$ cat config.mk
export PLATFORM = sky130hd
export DESIGN_NAME = priv_access_guard
export DESIGN_NICKNAME = d
export VERILOG_FILES = /design/src/rtl/guard_pkg.sv /design/src/rtl/guard_region_decode.sv /design/src/rtl/guard_offset_match.sv /design/src/rtl/guard_policy.sv /design/src/rtl/priv_access_guard.sv
export SDC_FILE = /design/constraint.sdc
export NUM_CORES = 1
export LEC_CHECK = 0
export ABC_AREA = 1
export BUFFER_PORTS_ARGS = -buffer_cell sky130_fd_sc_hd__buf_2
export CAP_MARGIN = 25
export CORE_AREA = 2 2 52 54
export CTS_BUF_LIST = sky130_fd_sc_hd__clkbuf_4 sky130_fd_sc_hd__clkbuf_8
export CTS_CLUSTER_DIAMETER = 80
export CTS_CLUSTER_SIZE = 24
export DETAILED_ROUTE_END_ITERATION = 10
export DIE_AREA = 0 0 54 56
export PLACE_DENSITY = 0.93
export SKIP_LAST_GASP = 1
export SYNTH_ARGS = -nofsm -noshare
export SYNTH_HDL_FRONTEND = slang
export SYNTH_SLANG_ARGS = --single-unit
$ cat constraint.sdc
create_clock -name clk -period 2.9 [get_ports clk]
set_input_delay 0.435 -clock clk [delete_from_list [all_inputs] [get_ports clk]]
set_output_delay 0.435 -clock clk [all_outputs]
set_load 0.02 [all_outputs]
$ cat src/rtl/guard_pkg.sv
package guard_pkg;

    localparam int NUM_REGIONS = 10;
    localparam int PFX_W       = 8;
    localparam int OFF_W       = 8;

    localparam int RG_ROM    = 0;
    localparam int RG_RAM    = 1;
    localparam int RG_ENT    = 2;
    localparam int RG_TIMER  = 3;
    localparam int RG_SECRET = 4;
    localparam int RG_SERIAL = 5;
    localparam int RG_TOUCH  = 6;
    localparam int RG_FWRAM  = 7;
    localparam int RG_TRAP   = 8;
    localparam int RG_CTRL   = 9;

    typedef enum logic [1:0] {
        MODE_FW      = 2'b00,
        MODE_SYS     = 2'b01,
        MODE_APP     = 2'b10,
        MODE_APP_ALT = 2'b11
    } exec_mode_e;

    typedef struct packed {
        logic fw;
        logic sys;
        logic app;
    } mode_flags_t;

    typedef struct packed {
        logic deny;
    } guard_state_t;

    function automatic logic [PFX_W-1:0] region_prefix(input int idx);
        logic [PFX_W-1:0] p;
        case (idx)
            RG_ROM:    p = 8'h00;
            RG_RAM:    p = 8'h40;
            RG_ENT:    p = 8'hc0;
            RG_TIMER:  p = 8'hc1;
            RG_SECRET: p = 8'hc2;
            RG_SERIAL: p = 8'hc3;
            RG_TOUCH:  p = 8'hc4;
            RG_FWRAM:  p = 8'hd0;
            RG_TRAP:   p = 8'he1;
            default:   p = 8'hff;
        endcase
        return p;
    endfunction

    function automatic mode_flags_t decode_mode(input logic [1:0] m);
        mode_flags_t f;
        f.fw  = (m == MODE_FW);
        f.sys = (m == MODE_SYS);
        f.app = m[1];
        return f;
    endfunction

endpackage

$ cat src/rtl/guard_region_decode.sv
module guard_region_decode
    import guard_pkg::*;
#(
    parameter int ADDR_W = 32
) (
    input  logic [ADDR_W-1:0]      addr,
    output logic [NUM_REGIONS-1:0] hit
);
    localparam int PFX_LSB = ADDR_W - PFX_W;

    logic [PFX_W-1:0] pfx;
    assign pfx = addr[PFX_LSB +: PFX_W];

    for (genvar i = 0; i < NUM_REGIONS; i++) begin : g_cmp
        assign hit[i] = (pfx == region_prefix(i));
    end

endmodule

$ cat src/rtl/guard_offset_match.sv
module guard_offset_match
    import guard_pkg::*;
#(
    parameter int                      SENS_NUM  = 10,
    parameter logic [SENS_NUM*OFF_W-1:0] SENS_LIST = '0,
    parameter logic [OFF_W-1:0]        SPI_LO    = 8'h40,
    parameter logic [OFF_W-1:0]        SPI_HI    = 8'h47
) (
    input  logic [OFF_W-1:0] offset,
    output logic             sens_hit,
    output logic             spi_hit
);
    logic [SENS_NUM-1:0] match_vec;

    for (genvar k = 0; k < SENS_NUM; k++) begin : g_sens
        assign match_vec[k] = (offset == SENS_LIST[k*OFF_W +: OFF_W]);
    end

    assign sens_hit = |match_vec;
    assign spi_hit  = (offset >= SPI_LO) && (offset <= SPI_HI);

endmodule

$ cat src/rtl/guard_policy.sv
module guard_policy
    import guard_pkg::*;
(
    input  mode_flags_t            mode,
    input  logic                   is_write,
    input  logic                   is_fetch,
    input  logic                   sens_hit,
    input  logic                   spi_hit,
    output logic [NUM_REGIONS-1:0] perm
);
    for (genvar i = 0; i < NUM_REGIONS; i++) begin : g_perm
        if (i == RG_ROM) begin : g_rom
            // Read-only everywhere; no execute in application mode.
            assign perm[i] = !is_write && !(mode.app && is_fetch);
        end else if (i == RG_FWRAM) begin : g_fwram
            assign perm[i] = !mode.app;
        end else if (i == RG_CTRL) begin : g_ctrl
            // Flash window invisible to applications; secrets firmware-write only.
            assign perm[i] = !(mode.app && spi_hit) &&
                             !(sens_hit && is_write && !mode.fw);
        end else begin : g_open
            assign perm[i] = 1'b1;
        end
    end

endmodule

$ cat src/rtl/priv_access_guard.sv
module priv_access_guard
    import guard_pkg::*;
#(
    parameter int ADDR_W   = 32,
    parameter int DATA_W   = 32,
    parameter int STRB_W   = DATA_W / 8,
    parameter int OFF_LSB  = 2,
    parameter int SENS_NUM = 10,
    parameter logic [SENS_NUM*OFF_W-1:0] SENS_LIST = {
        8'h3f, 8'h30, 8'h27, 8'h20, 8'h19,
        8'h18, 8'h11, 8'h10, 8'h0d, 8'h0c},
    parameter logic [OFF_W-1:0] SPI_LO = 8'h40,
    parameter logic [OFF_W-1:0] SPI_HI = 8'h47
) (
    input  logic                   clk,
    input  logic                   rst_n,
    input  logic                   cpu_valid,
    input  logic [ADDR_W-1:0]      cpu_addr,
    input  logic [STRB_W-1:0]      cpu_wstrb,
    input  logic                   cpu_instr,
    input  logic [1:0]             exec_mode,
    input  logic                   fwram_en_i,
    input  logic                   periph_ready,
    input  logic [DATA_W-1:0]      periph_rdata,
    output logic [NUM_REGIONS-1:0] region_sel,
    output logic                   fwram_en,
    output logic                   fwram_go,
    output logic                   cpu_ready,
    output logic [DATA_W-1:0]      cpu_rdata,
    output logic                   violation
);
    logic [NUM_REGIONS-1:0] hit;
    logic [NUM_REGIONS-1:0] perm;
    logic [NUM_REGIONS-1:0] granted;
    logic                   sens_hit;
    logic                   spi_hit;
    logic                   allow_any;
    mode_flags_t            mflags;
    guard_state_t           st_d;
    guard_state_t           st_q;

    logic unused_addr_bits;
    assign unused_addr_bits = ^{cpu_addr[ADDR_W-PFX_W-1:OFF_LSB+OFF_W],
                                cpu_addr[OFF_LSB-1:0]};

    assign mflags = decode_mode(exec_mode);

    guard_region_decode #(.ADDR_W(ADDR_W)) u_dec (
        .addr (cpu_addr),
        .hit  (hit)
    );

    guard_offset_match #(
        .SENS_NUM  (SENS_NUM),
        .SENS_LIST (SENS_LIST),
        .SPI_LO    (SPI_LO),
        .SPI_HI    (SPI_HI)
    ) u_off (
        .offset   (cpu_addr[OFF_LSB +: OFF_W]),
        .sens_hit (sens_hit),
        .spi_hit  (spi_hit)
    );

    guard_policy u_pol (
        .mode     (mflags),
        .is_write (|cpu_wstrb),
        .is_fetch (cpu_instr),
        .sens_hit (sens_hit),
        .spi_hit  (spi_hit),
        .perm     (perm)
    );

    assign granted   = hit & perm;
    assign allow_any = |granted;

    always_comb begin
        st_d      = st_q;
        st_d.deny = cpu_valid && !allow_any && !st_q.deny;
    end

    always_ff @(posedge clk) begin
        if (!rst_n) begin
            st_q <= '0;
        end else begin
            st_q <= st_d;
        end
    end

    assign region_sel = cpu_valid ? granted : '0;
    assign fwram_en   = !mflags.app;
    assign fwram_go   = region_sel[RG_FWRAM] && fwram_en_i;
    assign violation  = st_q.deny;
    assign cpu_ready  = st_q.deny ? 1'b1 : periph_ready;
    assign cpu_rdata  = st_q.deny ? '0 : periph_rdata;

endmodule

# Yosys cells after proc, flatten, opt, wreduce, memory -nomap -nowiden
# Index checks and enable logic that the tools add are counted.
totals:
  regBits: 1
  input_bits: 76
op_classes:
  n_lt_le_gt_ge: 2
  eq_ne: 19
  muxes: 3
  bitwise_logic: 1
  reduce_logical: 23
ops:
  columns: ["operator", "n"]
  rows:
  - ["$eq A8 B8 Y1 const B", 8]
  - ["$eq A8 B5 Y1 const B", 4]
  - ["$eq A8 B6 Y1 const B", 4]
  - ["$mux W32", 1]
  - ["$reduce_or A10 Y1", 2]
  - ["$eq A8 B4 Y1 const B", 2]
  - ["$and A10 B10 Y10", 1]
  - ["$logic_and A1 B1 Y1", 10]
  - ["$mux W10", 1]
  - ["$eq A8 B7 Y1 const B", 1]
  - ["$ge A8 B7 Y1 const B", 1]
  - ["$le A8 B7 Y1 const B", 1]
  - ["$logic_not A1 Y1", 8]
  - ["$logic_not A8 Y1", 1]
  - ["$reduce_or A4 Y1", 1]
  - ["$logic_not A2 Y1", 1]
  - ["$mux W1", 1]

# Depth between registers and ports, before layout
depth:
  depth_word: 11
  depth_mapped: 9

# Modules after synthesis
# Synthesis repeated with hierarchy kept, for this count alone.
hier_totals:
  hier_cells: 190
  hier_area_um2: 837.1
modules_own_cells:
  columns: ["module", "instances", "cells_per_inst", "area_per_inst_um2"]
  rows:
  - ["priv_access_guard", 1, 110, 461.7]
  - ["guard_region_decode", 1, 46, 200.2]
  - ["guard_offset_match", 1, 19, 91.3]
  - ["guard_policy", 1, 15, 83.8]

# Worst setup path after synthesis
# OpenSTA, ideal clock, no wires.
synth_timing:
  kind: "input to output"
  from: "in cpu_addr[28]"
  to: "out region_sel[3]"
  arrival_ns: 1.299
  required_time_ns: 2.465
  setup_slack_ns: 1.166
  path_stages: 3
  n_path_buf: 0
  path_cell_list: "nor2_2 > nand2_4 > nor4_1"
synth_between:
  elab_chain_len: 3
synth_rtl:
  columns: ["item", "line", "text"]
  rows:
  - ["from (decl)", "priv_access_guard.sv:18", "input logic [ADDR_W-1:0] cpu_addr,"]
  - ["$eq A8 B8 Y1", "guard_region_decode.sv:15", "assign hit[i] = (pfx == region_prefix(i));"]
  - ["$and A10 B10 Y10", "priv_access_guard.sv:73", "assign granted = hit & perm;"]
  - ["$mux W10", "priv_access_guard.sv:89", "assign region_sel = cpu_valid ? granted : '0;"]
  - ["to (decl)", "priv_access_guard.sv:25", "output logic [NUM_REGIONS-1:0] region_sel,"]
# Every way passes these cells.

# Worst setup path in the final report
layout_timing:
  from: "reg st_q (netlist: violation)"
  to: "out cpu_ready"
layout_between:
  elab_chain_len: 1
layout_rtl:
  columns: ["item", "line", "text"]
  rows:
  - ["from (decl)", "priv_access_guard.sv:40", "guard_state_t st_q;"]
  - ["from (signal assigned)", "priv_access_guard.sv:85", "st_q <= st_d;"]
  - ["$mux W1", "priv_access_guard.sv:93", "assign cpu_ready = st_q.deny ? 1'b1 : periph_ready;"]
  - ["to (decl)", "priv_access_guard.sv:28", "output logic cpu_ready,"]
# Every way passes these cells.

==> qor.csv <==
metric,value,unit
status,completed,
"count of placed standard cells in the final layout, fillers left out",293,
Max-slew headroom,30.7,%
final number of setup-violating endpoints,0,
number of iterations in the first detailed-routing pass,4,
leakage power summed over all cells,0.919,nW
Tightest Pin Transition,1.04,ns
Initial Utilization,29.0,%
die footprint,3020,sq um
fin. max-slew vios,0,
maximum ir drop on the vdd rail,0.000102,V
"Remaining Overflow, GRT",0,
setup TNS after final layout,0,ns
critical path class,flip-flop to output pin,
"Req. time, crit path",2.47,ns
port bufs,105,
number of inserted diodes,0,
Setup Buffers After CTS,0,
top fanout value on the critical path,35,
syn_area_per_cell,4.33,sq um
detailed-route wire length per cell,8.67,microns
class of the tightest hold or removal check,input pin to flip-flop,
# nets final,341,
area of the core,2430,sq um
worst min-delay path startpoint,cpu_addr[28],
Final HPWL DP,2260,microns
DRC violation total after the first TritonRoute iteration,30,
Largest register FFs,1,
"Area growth, synth to finish",76.8,%
Gate Count Post-Synth,163,
via count normalized by instance count,4.18,
sort of element at the end of the critical path,output pin,
Syn Std Cell Area,706,sq um
"Arr. time, crit path",1.38,ns
"Hold Violations, Final",0,
# DRC,0,
FP Rows,18,
synthesized flop and latch total,1,
crit path time final,1.82,ns
power density over the cells,162,nW/um^2
Post-Route Hold Slack,0.865,ns
maximum number of pins on one net before global-route repair,36,
Cell Count Post-Placement,293,
net count after synthesis,239,
wire length of the first global-routing pass,3920,microns
worst-case reg-to-reg path depth,7,
Final ANT Viol Nets,0,
vias in the first global route,1024,
routability-driven placement congestion ratio,0.825,
Post-Route Skew,0,ns
fraction of the yosys area taken by sequential cells,2.84,%
number of max-cap violations,0,
number of synthesis warnings,0,
aggregate routed wire length,2540,microns
unrepaired setup endpoints after global routing,false,
hold buffer count at CTS,0,
Final Cycle Share,62.7,%
count of vias placed by the detailed router,1225,
number of distinct standard cells referenced by the synthesized netlist,21,
startpoint types,flip-flop,
"Reg clk slew, reported paths",0,ns
endpoint of the most critical register-to-register path,violation,
vertical extent of the die,56,microns
antenna violations before repair,0,
number of cells upsized or downsized after cts,0,
worst-skew pair later-pin latency,0,ns
Min-Delay Path Depth,6,
die width,54,microns
# IOs,122,
Reg2Reg Launch Point,violation,
Tot GR Track Use,15.9,%
Worst Hold Path EP,violation,
achievable frequency,550,MHz
share of cells above drive strength 1,43.3,%
slack of the worst reg-to-reg path,1.35,ns
layer usage:
layer	wire (microns)	vias up	global-route usage [%]
li1	-	672	-
met1	950	494	15.6
met2	1280	55	33.8
met3	285	4	1.34
met4	27	0	2.14
met5	0	-	0
Yosys cell counts:
library cell | instances | share of area [%]
dfxtp_1 | 1 | 2.8
nand4_1 | 1 | 0.89
nor3b_2 | 1 | 1.8
nand2_2 | 2 | 1.8
o211ai_1 | 1 | 1.1
nor2_2 | 2 | 1.8
nor4_1 | 2 | 1.8
or2_2 | 1 | 0.89
nand3b_1 | 2 | 2.1
buf_2 | 2 | 1.4
nor2_1 | 54 | 29
nand3_1 | 10 | 7.1
clkbuf_1 | 3 | 1.6
o21ai_1 | 1 | 0.71
o21ai_0 | 1 | 0.71
nor3_1 | 5 | 3.5
a21oi_1 | 5 | 3.5
nand2_1 | 20 | 11
inv_2 | 2 | 1.1
nand2_4 | 1 | 1.6
inv_1 | 46 | 24
cell type report:
cell class                 instances  area [sq um]
fill                             254          1180
multi-input combinational        109           484
tap                               30          37.5
inverter                          48           180
timing repair buffer             105           526
sequential                         1          20.0
worst max-delay path, stage by stage (launching register included):
cell	delay [ns]
dfxtp_1	0.98
or2_2	0.23
buf_2	0.16
cell usage in the layout, fill, tap and decap left out:
cell	count
o211ai_1	1
nor4_1	2
nand2_1	20
o21ai_0	1
inv_1	46
o21ai_1	1
buf_2	105
nand3_1	10
nand3b_1	2
nor3_1	5
nand4_1	1
nand2_2	2
nor2_1	54
a21oi_1	5
nor2_2	2
nand2_4	1
nor3b_2	1
dfxtp_1	1
or2_2	1
inv_2	2
power breakdown:
part	total (mW)	switching (mW)	internal, mW
logic	0.180	0.107	0.0730
clock network	0	0	0
registers	0.0221	0.00725	0.0149
total	0.202	0.115	0.0879
worst max path at each step:
stage                 start             to  slack, ns
4_1_cts           violation      cpu_ready       1.09
2_1_floorplan  cpu_addr[28]  region_sel[3]       1.17
6_report          violation      cpu_ready       1.08
5_1_grt           violation      cpu_ready       0.95
3_3_place_gp      violation      cpu_ready       1.09
3_5_place_dp      violation      cpu_ready       1.06
cell families after synthesis:
family | Yosys count | synth area share, %
AND/OR/NAND/NOR | 101 | 62.6
buffers and inverters | 53 | 28.5
AO/OA/AOI/OAI | 8 | 6.03
flip-flops | 1 | 2.84
per-stage QoR:
stage	power (mW)	setup WS [ns]	area, sq um	util, %
detailed placement	0.204	1.06	1250	51.3
CTS	0.204	1.09	1250	51.3
floorplan	0.121	1.17	706	-
global route	0.227	0.954	1250	51.3
finish	0.202	1.08	1250	51.3
global placement	0.201	1.09	1250	51.3
Note: power is estimated with default switching activity, not from simulation.
